<file path="src/rtl/pwm_dec_pkg.sv">
package pwm_dec_pkg;
    localparam int NCH   = 4;
    localparam int CMP_W = 15;
    localparam int HW_W  = CMP_W + 1;
    localparam int WC_W  = $clog2(NCH);

    typedef enum logic [1:0] {
        LD_COMMON  = 2'd0,
        LD_GROUPED = 2'd1,
        LD_INDIV   = 2'd2,
        LD_WAVE    = 2'd3
    } load_mode_e;

    typedef enum logic [1:0] {
        ST_IDLE,
        ST_ISSUE,
        ST_WAIT,
        ST_READY
    } dec_state_e;

    // log2 of the number of half-words in one step
    function automatic logic [1:0] step_shift(load_mode_e m);
        unique case (m)
            LD_COMMON:  return 2'd0;
            LD_GROUPED: return 2'd1;
            default:    return 2'd2;
        endcase
    endfunction

    // shadow slot that feeds channel ch
    function automatic logic [WC_W-1:0] src_slot(load_mode_e m, int ch);
        unique case (m)
            LD_COMMON:  return '0;
            LD_GROUPED: return WC_W'(ch / 2);
            default:    return WC_W'(ch);
        endcase
    endfunction
endpackage

</file>
<file path="src/rtl/pwm_step_ctx.sv">
module pwm_step_ctx
    import pwm_dec_pkg::*;
#(
    parameter int ADDR_W = 16,
    parameter int IDX_W  = 8
) (
    input  logic                 clk,
    input  logic                 rst_n,
    input  logic                 accept,
    input  logic [IDX_W-1:0]     step_idx,
    input  logic [ADDR_W-1:0]    base_addr,
    input  logic [1:0]           load_mode,
    input  logic [WC_W-1:0]      wcnt,
    output load_mode_e           mode_q,
    output logic [WC_W-1:0]      words_m1,
    output logic [ADDR_W-1:0]    mem_addr
);
    logic [IDX_W-1:0]  idx_q;
    logic [ADDR_W-1:0] base_q;
    logic [1:0]        sh;
    logic [ADDR_W-1:0] hw_ofs;

    always_ff @(posedge clk or negedge rst_n) begin
        if (!rst_n) begin
            idx_q  <= '0;
            base_q <= '0;
            mode_q <= LD_COMMON;
        end else if (accept) begin
            idx_q  <= step_idx;
            base_q <= base_addr;
            mode_q <= load_mode_e'(load_mode);
        end
    end

    always_comb begin
        sh       = step_shift(mode_q);
        words_m1 = WC_W'((1 << sh) - 1);
        hw_ofs   = (ADDR_W'(idx_q) << sh) + ADDR_W'(wcnt);
        mem_addr = base_q + (hw_ofs << 1);
    end

    // the latched step context only moves on an accepted request

    ctx_hold_chk: assert property (@(posedge clk) disable iff (!rst_n)
        !accept |=> ($stable(idx_q) && $stable(base_q) && $stable(mode_q)));
endmodule

</file>
<file path="src/rtl/pwm_step_fsm.sv">
module pwm_step_fsm
    import pwm_dec_pkg::*;
(
    input  logic            clk,
    input  logic            rst_n,
    input  logic            step_req,
    input  logic            period_end,
    input  logic            mem_valid,
    input  logic [WC_W-1:0] words_m1,
    output logic            accept,
    output logic            mem_req,
    output logic            word_wr,
    output logic [WC_W-1:0] wcnt,
    output logic            step_ready,
    output logic            commit
);
    dec_state_e state, state_nx;
    logic [WC_W-1:0] wcnt_nx;

    always_ff @(posedge clk or negedge rst_n) begin
        if (!rst_n) begin
            state <= ST_IDLE;
            wcnt  <= '0;
        end else begin
            state <= state_nx;
            wcnt  <= wcnt_nx;
        end
    end

    always_comb begin
        state_nx = state;
        wcnt_nx  = wcnt;
        unique case (state)
            ST_IDLE: if (step_req) begin              // START
                state_nx = ST_ISSUE;
                wcnt_nx  = '0;
            end
            ST_ISSUE: state_nx = ST_WAIT;             // SENT
            ST_WAIT: if (mem_valid) begin
                if (wcnt == words_m1) begin
                    state_nx = ST_READY;              // LAST_WORD
                end else begin
                    state_nx = ST_ISSUE;              // NEXT_WORD
                    wcnt_nx  = wcnt + 1'b1;
                end
            end
            ST_READY: if (period_end) state_nx = ST_IDLE;  // COMMIT
            default: state_nx = ST_IDLE;
        endcase
    end

    always_comb begin
        accept     = (state == ST_IDLE) && step_req;
        mem_req    = (state == ST_ISSUE);
        word_wr    = (state == ST_WAIT) && mem_valid;
        step_ready = (state == ST_READY);
        commit     = (state == ST_READY) && period_end;
    end


    single_req_chk: assert property (@(posedge clk) disable iff (!rst_n)
        mem_req |=> !mem_req);

    ready_hold_chk: assert property (@(posedge clk) disable iff (!rst_n)
        (step_ready && !period_end) |=> step_ready);

    req_ready_excl_chk: assert property (@(posedge clk) disable iff (!rst_n)
        $onehot0({mem_req, step_ready}));
endmodule

</file>
<file path="src/rtl/pwm_shadow_bank.sv">
module pwm_shadow_bank
    import pwm_dec_pkg::*;
(
    input  logic                      clk,
    input  logic                      rst_n,
    input  logic                      word_wr,
    input  logic [WC_W-1:0]           wcnt,
    input  logic [HW_W-1:0]           mem_rdata,
    output logic [NCH-1:0][HW_W-1:0]  shadow
);
    for (genvar g = 0; g < NCH; g++) begin : g_slot
        always_ff @(posedge clk or negedge rst_n) begin
            if (!rst_n)
                shadow[g] <= '0;
            else if (word_wr && (wcnt == WC_W'(g)))
                shadow[g] <= mem_rdata;
        end
    end
endmodule

</file>
<file path="src/rtl/pwm_live_regs.sv">
module pwm_live_regs
    import pwm_dec_pkg::*;
#(
    parameter logic [CMP_W-1:0] TOP_RST = 15'd1023
) (
    input  logic                      clk,
    input  logic                      rst_n,
    input  logic                      commit,
    input  load_mode_e                mode_q,
    input  logic [NCH-1:0][HW_W-1:0]  shadow,
    input  logic [CMP_W-1:0]          reg_top,
    output logic [NCH*CMP_W-1:0]      ch_cmp,
    output logic [NCH-1:0]            ch_pol,
    output logic [NCH-1:0]            ch_en,
    output logic [CMP_W-1:0]          top_val
);
    localparam logic [NCH-1:0] WAVE_EN = NCH'((1 << (NCH - 1)) - 1);

    for (genvar g = 0; g < NCH; g++) begin : g_ch
        logic [HW_W-1:0] pick;
        always_comb begin
            if (mode_q == LD_WAVE && g == NCH - 1)
                pick = '0;
            else
                pick = shadow[src_slot(mode_q, g)];
        end
        always_ff @(posedge clk or negedge rst_n) begin
            if (!rst_n) begin
                ch_cmp[g*CMP_W +: CMP_W] <= '0;
                ch_pol[g]                <= 1'b0;
            end else if (commit) begin
                ch_cmp[g*CMP_W +: CMP_W] <= pick[CMP_W-1:0];
                ch_pol[g]                <= pick[HW_W-1];
            end
        end
    end

    always_ff @(posedge clk or negedge rst_n) begin
        if (!rst_n) begin
            top_val <= TOP_RST;
            ch_en   <= '0;
        end else if (commit) begin
            top_val <= (mode_q == LD_WAVE) ? shadow[NCH-1][CMP_W-1:0] : reg_top;
            ch_en   <= (mode_q == LD_WAVE) ? WAVE_EN : '1;
        end
    end


    live_stable_chk: assert property (@(posedge clk) disable iff (!rst_n)
        !commit |=> ($stable(ch_cmp) && $stable(ch_pol) && $stable(top_val) && $stable(ch_en)));

    wave_top_chk: assert property (@(posedge clk) disable iff (!rst_n)
        (commit && mode_q == LD_WAVE) |=> (top_val == $past(shadow[NCH-1][CMP_W-1:0])
                                           && ch_pol[NCH-1] == 1'b0));
endmodule

</file>
<file path="src/rtl/pwm_word_router.sv">
module pwm_word_router
    import pwm_dec_pkg::*;
#(
    parameter int ADDR_W = 16,
    parameter int IDX_W  = 8,
    parameter logic [14:0] TOP_RST = 15'd1023
) (
    input  logic              clk,
    input  logic              rst_n,
    input  logic              step_req,
    input  logic [IDX_W-1:0]  step_idx,
    input  logic [ADDR_W-1:0] base_addr,
    input  logic [1:0]        load_mode,
    input  logic [14:0]       reg_top,
    input  logic              period_end,
    output logic              mem_req,
    output logic [ADDR_W-1:0] mem_addr,
    input  logic              mem_valid,
    input  logic [15:0]       mem_rdata,
    output logic [59:0]       ch_cmp,
    output logic [3:0]        ch_pol,
    output logic [3:0]        ch_en,
    output logic [14:0]       top_val,
    output logic              step_ready
);
    logic                     accept, word_wr, commit;
    logic [WC_W-1:0]          wcnt, words_m1;
    load_mode_e               mode_q;
    logic [NCH-1:0][HW_W-1:0] shadow;

    pwm_step_fsm u_fsm (
        .clk(clk), .rst_n(rst_n), .step_req(step_req), .period_end(period_end),
        .mem_valid(mem_valid), .words_m1(words_m1), .accept(accept),
        .mem_req(mem_req), .word_wr(word_wr), .wcnt(wcnt),
        .step_ready(step_ready), .commit(commit)
    );

    pwm_step_ctx #(.ADDR_W(ADDR_W), .IDX_W(IDX_W)) u_ctx (
        .clk(clk), .rst_n(rst_n), .accept(accept), .step_idx(step_idx),
        .base_addr(base_addr), .load_mode(load_mode), .wcnt(wcnt),
        .mode_q(mode_q), .words_m1(words_m1), .mem_addr(mem_addr)
    );

    pwm_shadow_bank u_shadow (
        .clk(clk), .rst_n(rst_n), .word_wr(word_wr), .wcnt(wcnt),
        .mem_rdata(mem_rdata), .shadow(shadow)
    );

    pwm_live_regs #(.TOP_RST(TOP_RST)) u_live (
        .clk(clk), .rst_n(rst_n), .commit(commit), .mode_q(mode_q),
        .shadow(shadow), .reg_top(reg_top), .ch_cmp(ch_cmp), .ch_pol(ch_pol),
        .ch_en(ch_en), .top_val(top_val)
    );


    early_end_chk: assert property (@(posedge clk) disable iff (!rst_n)
        (period_end && !step_ready) |=> ($stable(ch_cmp) && $stable(top_val)));
endmodule

</file>
<file path="config.mk">
export PLATFORM = sky130hd
export DESIGN_NAME = pwm_word_router
export DESIGN_NICKNAME = d
export VERILOG_FILES = /design/src/rtl/pwm_dec_pkg.sv /design/src/rtl/pwm_step_ctx.sv /design/src/rtl/pwm_step_fsm.sv /design/src/rtl/pwm_shadow_bank.sv /design/src/rtl/pwm_live_regs.sv /design/src/rtl/pwm_word_router.sv
export SDC_FILE = /design/constraint.sdc
export NUM_CORES = 1
export LEC_CHECK = 0
export ABC_CLOCK_PERIOD_IN_PS = 5750
export BUFFER_PORTS_ARGS = -buffer_cell sky130_fd_sc_hd__buf_4
export CELL_PAD_IN_SITES_DETAIL_PLACEMENT = 0
export CELL_PAD_IN_SITES_GLOBAL_PLACEMENT = 2
export CORE_ASPECT_RATIO = 0.7
export CORE_MARGIN = 1.5
export CORE_UTILIZATION = 30
export CTS_CLUSTER_DIAMETER = 40
export DETAILED_ROUTE_END_ITERATION = 7
export HOLD_SLACK_MARGIN = 0.05
export PLACE_DENSITY_LB_ADDON = 0.1
export SLEW_MARGIN = 20
export SYNTH_ARGS = -nofsm -noshare
export SYNTH_HDL_FRONTEND = slang
export SYNTH_HIERARCHICAL = 1
export SYNTH_SLANG_ARGS = --single-unit
</file>
<file path="constraint.sdc">
create_clock -name clk -period 5.75 [get_ports clk]
set_clock_uncertainty 0.15 [all_clocks]
set_input_delay 1.15 -clock clk [delete_from_list [all_inputs] [get_ports clk]]
set_output_delay 1.15 -clock clk [all_outputs]
set_load 0.01 [all_outputs]
</file>
# Word-level counts from Yosys, hierarchy flattened
# Index checks and enable logic that the tools add are counted.
dict set report classes {
  reduce_logical 14
  addsub 4
  shift 2
  mux 22
  order_cmp 3
  n_eq_ne 13
}
# op n
set ops {}
lappend ops {{16-bit binary-select mux with 2-bit select} 3}
lappend ops {{16-bit 2-to-1 mux} 4}
lappend ops {{16-bit adder} 1}
lappend ops {{2-bit 2-to-1 mux} 8}
lappend ops {{15-bit by 2-bit adder with 15-bit output} 1}
lappend ops {{15-bit 2-to-1 mux} 1}
lappend ops {{8-bit by 2-bit << shifter with 15-bit output} 1}
lappend ops {{2-bit one-hot mux with 2 select lines} 3}
lappend ops {{2-bit equality test, second input constant} 5}
lappend ops {{2-bit by 3-bit < comparator with 1-bit output, second input constant} 3}
lappend ops {{2-bit != test, second input constant} 4}
lappend ops {{2-bit one-hot mux with 4 select lines} 1}
lappend ops {{1-bit logical AND} 7}
lappend ops {{2-bit by 1-bit equality test with 1-bit output, second input constant} 3}
lappend ops {{2-bit zero test} 3}
lappend ops {{4-bit 2-to-1 mux} 1}
lappend ops {{4-bit AND reduction} 1}
lappend ops {{3-bit AND reduction} 1}
lappend ops {{2-bit by 1-bit adder with 2-bit output, second input constant} 1}
lappend ops {{2-bit equality test} 1}
lappend ops {{2-bit nonzero test} 1}
lappend ops {{2-bit OR reduction} 1}
lappend ops {{1-bit by 2-bit << shifter with 2-bit output, first input constant} 1}
lappend ops {{2-bit subtractor, second input constant} 1}
lappend ops {{1-bit 2-to-1 mux} 1}
dict set report totals {
  output_inout_bits 101
  reg_bits 177
}

# Longest topological paths before layout
dict set report depth {
  ltp_word 8
  mapped_depth 16
}

# Modules after synthesis
# The synthesis kept the hierarchy.
# module area_each_um2 n_inst cells_per_inst
set by_module_without_submodules {}
lappend by_module_without_submodules {pwm_live_regs 3916.3 1 359}
lappend by_module_without_submodules {pwm_shadow_bank 2411.1 1 136}
lappend by_module_without_submodules {pwm_step_ctx 2153.3 1 223}
lappend by_module_without_submodules {pwm_step_fsm 295.3 1 33}

# Worst setup path after synthesis
# Ideal clock, no wire load.
dict set report synth_timing {
  path_type {reg2out}
  from {register u_ctx.mode_q[1]}
  to {output port mem_addr[12]}
  n_path_buf 1
  required_time_ns 4.450
  slack_ns 0.974
  t_arrival_ns 3.476
  stages_incl_launch_ff 16
  cell_sequence {dfrtp_1 buf_2 or2_1 nor2_1 ha_1 inv_1 fa_1 nor3_2 nand3_2 xor2_1 ha_1 a21oi_1 o21ai_1 a2111oi_0 mux2i_1 o2111ai_1}
}
dict set report synth_via {
  elab_chain_cells 5
  elab_cells_between_ends 6
  classes_between {add/sub (2); eq/ne (1); shift (1); mux (1); reduce/logical (1)}
}
# element line_no
set synth_lines {}
lappend synth_lines {{start: declaration} pwm_step_ctx.sv:14} ;# output load_mode_e mode_q,
lappend synth_lines {{start signal: assignment} pwm_step_ctx.sv:31} ;# mode_q <= load_mode_e'(load_mode);
lappend synth_lines {{2-bit by 1-bit equality test with 1-bit output or 2-bit zero test (tied branches)} pwm_dec_pkg.sv:23} ;# unique case (m)
lappend synth_lines {{2-bit one-hot mux with 2 select lines *} pwm_dec_pkg.sv:23}
lappend synth_lines {{8-bit by 2-bit << shifter with 15-bit output *} pwm_step_ctx.sv:38} ;# hw_ofs = (ADDR_W'(idx_q) << sh) + ADDR_W'(wcnt);
lappend synth_lines {{15-bit by 2-bit adder with 15-bit output *} pwm_step_ctx.sv:38}
lappend synth_lines {{16-bit adder *} pwm_step_ctx.sv:39} ;# mem_addr = base_q + (hw_ofs << 1);
lappend synth_lines {{end: declaration} pwm_word_router.sv:17} ;# output logic [ADDR_W-1:0] mem_addr,
# Every way passes the cells marked *; elsewhere a longest branch is shown, timed or not.

# Worst setup path in the final report
# Same ends and word-level chain as after synthesis.

==> results.cfg <==
[global_route]
grt_pass1_vias = 6764
grt_overflow = 0
grt.total_usage = 0.167
antenna_found_initial = 0
grt_pass1_wl_um = 39100
grt_max_degree = 100

[clock_tree]
clkTransAtPathRegs_ps = 70
cts_buffers = 17
cts_hold_repair.buffers = 0
htreeDepth = 4
clock-sinks = 175
clock_path_buffers = 2
worstSkewPairLatency_ps = 440
cts_tree = yes
root_buffer = clkbuf_16

[yosys]
yosysUniqueCellTypes = 61
syn_avg_cell_area_um2 = 11.7
ys_ff_latch = 175
syn_area_mm2 = 0.00878
async_flop_share = 1.00
synthCells = 751
ys_warn_count = 6
synth_top_area_cell = dfrtp_1
synth_nets = 829
ys_seq_area_frac = 0.500
yosys_most_used_dff = dfrtp_1
synth_edf_count = 0
netlist.area_leader.share = 0.470
yosys-top-cells-area = dfrtp_1 (47%), mux2_2 (13%), mux2i_1 (4.8%)

[run]
maxCapViolations = 0

[detailed_routing]
vias_per_cell = 4.95
drt_pass1_iterations = 7
routed_wirelength_um = 24500
num_vias = 6301
wl_per_cell_um = 19.2
drc_errors = 9
drtIter0Drc = 297
detail-route-antenna-nets = 0

[finish]
area_delta_synth_final_pct = 23.3
post-route-util = 0.375
finalNonFillerCells = 1273
drive_gt1_frac = 0.369
antennaDiodeCount = 0
nNetsFinal = 960

[worst_setup_path]
crit_path_start_kind = flip-flop
cp_data_required_time_ps = 4450
cp_max_fo = 13
worstReg2RegStart = u_ctx/mode_q[1]
crit_path_end_kind = output port
critPathLaunch = u_ctx/mode_q[1]
criticalPathCategory = reg -> out
cp.arrival_ps = 4150

[sta]
rsz0062_at_grt = false
setup_violations = 0
fmax_mhz = 183
tightest_slew_ps = 940
post-route-period-util = 0.948
worst_hold_slack_ps = 357
period_needed_ps = 5450
finalHoldViolCount = 0
slew_headroom = 0.374
slew_violations = 0
tns_ps = 0

[power_and_ir_drop]
p_clk_frac = 0.163
leakage_nw = 4.81
seq_power_share = 0.331
swShare = 0.401
vdd_drop_max_mv = 0.248
net-switching-power_w = 0.00290
power_density_mw_per_mm2 = 668
pwr-share-comb = 0.506
p_total_w = 0.00723
p_int_w = 0.00433

[status]
violations = design-rule violations
status = complete, but fails checks

[die]
core_mm2 = 0.0288
dieWidth_um = 207
initial_core_util = 0.304
die_h_um = 146
rows = 52
dieArea_mm2 = 0.0303
ios = 163

[placed_design]
gp_congestion = 0.774
port_buffers = 162
dp_hpwl_um = 16600
dp.cells = 1240

[worst_hold_path]
hold_class = reg -> reg
hold_start = u_ctx/base_q[15]
==> worst max-delay path: stages (launching register included) <==
cell and delay [ps]:
dfrtp_4 560, or2_4 310, nor2_1 110, ha_1 170, inv_1 60, fa_1 440, nor3_4 220, nand3_2 110
xor2_1 230, ha_2 350, a21oi_1 190, o21ai_2 130, a2111oi_2 380, mux2i_1 150, o2111ai_1 130, buf_4 160
==> worst paths after layout <==
path / depth (start not counted) / slack, ps / to
setup / recovery: 15 / 300 / mem_addr[12]
hold / removal: 1 / 360 / u_ctx/base_q[15]
setup reg to reg: 4 / 2980 / u_live/top_val[12]
hold reg to reg: 1 / 360 / u_ctx/base_q[15]
max in group asynchronous: 2 / 3820 / u_shadow/shadow[36]
min in group asynchronous: 1 / 590 / u_ctx/idx_q[1]
==> cell usage in the layout (no fill, tap or decap), types with 4 or more instances in the layout <==
master and n:
dfstp_2 10, dfrtp_1 163, ha_1 13, a21o_1 6, nand2_1 33, o21ai_0 6
inv_1 60, nor2b_1 4, nor2_1 27, mux2_2 99, o221ai_1 47, xnor2_1 13
nand4b_1 16, clkbuf_16 17, mux2i_1 42, mux2_1 11, xor2_1 6, buf_4 166
a21oi_1 30, nand3_1 28, clkbuf_8 4, a31oi_1 5, nand4_1 17
==> state kept, by name, summed over array words and instances (netlist names), 4 cells and up <==
| register | cells |
|---|---|
| u_shadow/shadow | 64 |
| u_live/ch_cmp | 60 |
| u_ctx/base_q | 16 |
| u_live/top_val | 15 |
| u_ctx/idx_q | 8 |
| u_live/ch_pol | 4 |
==> final cells by class <==
| cell class | instances | area, um2 |
|---|---|---|
| fillers | 2885 | 18000 |
| repair buffers | 169 | 1300 |
| multi-input cells | 459 | 3830 |
| clock buffers | 24 | 492 |
| inverters | 60 | 225 |
| clock inverters | 8 | 105 |
| well taps | 378 | 473 |
| flip-flops and latches | 175 | 4400 |
==> cells by family (layout without fill, tap and decap cells) <==
group / after synthesis / count (layout) / synth area share
flip-flops: 175 / 175 / 0.500
AND/OR/NAND/NOR: 152 / 152 / 0.0972
adder cells (fa/ha/maj): 16 / 16 / 0.0245
AO/OA/AOI/OAI: 118 / 118 / 0.0997
multiplexers: 153 / 153 / 0.192
XOR/XNOR: 19 / 19 / 0.0190
other: 1 / 1 / 0.000427
buffers and inverters: 117 / 261 / 0.0672
==> power by group through the flow <==
stage | Combinational, W | Sequential, W | Clock (W)
3_3_place_gp | 0.00360 | 0.00239 | 0
2_1_floorplan | 0.00233 | 0.00231 | 0
3_5_place_dp | 0.00363 | 0.00243 | 0
6_report | 0.00366 | 0.00239 | 0.00118
5_1_grt | 0.00400 | 0.00249 | 0.00127
4_1_cts | 0.00365 | 0.00241 | 0.00122
==> what timing repair did <==
| action | CTS | global route |
|---|---|---|
| pin swaps | 0 | 1 |
| setup buffers | 0 | 1 |
| resized for setup | 2 | 6 |
| endpoints found under the hold margin | 0 | 0 |
| setup endpoints to repair | 1 | 5 |
==> layer usage <==
layer | part of all wire | wire length [um] | global-route usage
met5 | 0 | 0 | 0
met4 | 0.011 | 269 | 0.0456
met1 | 0.50 | 12100 | 0.231
met3 | 0.040 | 990 | 0.0404
met2 | 0.45 | 11100 | 0.259
==> synth_stat cells, types with 6 or more instances <==
library cell	instances
buf_6	7
buf_4	10
o221ai_1	47
mux2_2	99
inv_1	60
nand3_1	28
a21oi_1	32
a21o_1	6
clkbuf_1	11
nand2_1	33
nor2_1	28
mux2i_1	42
mux2_1	11
xor2_1	6
nand4_1	17
dfstp_2	10
nand4b_1	16
ha_1	14
dfrtp_1	165
o21ai_0	6
buf_2	26
xnor2_1	13
==> metrics by stage <==
| step | setup WS, ps | instance area, um2 |
|---|---|---|
| finish | 298 | 10800 |
| global route | 21.1 | 10800 |
| CTS | 10.3 | 10800 |
| detailed placement | 397 | 10200 |
| global placement | 555 | 10200 |
| floorplan | 974 | 8780 |
Power figures use the tool's default switching activity.
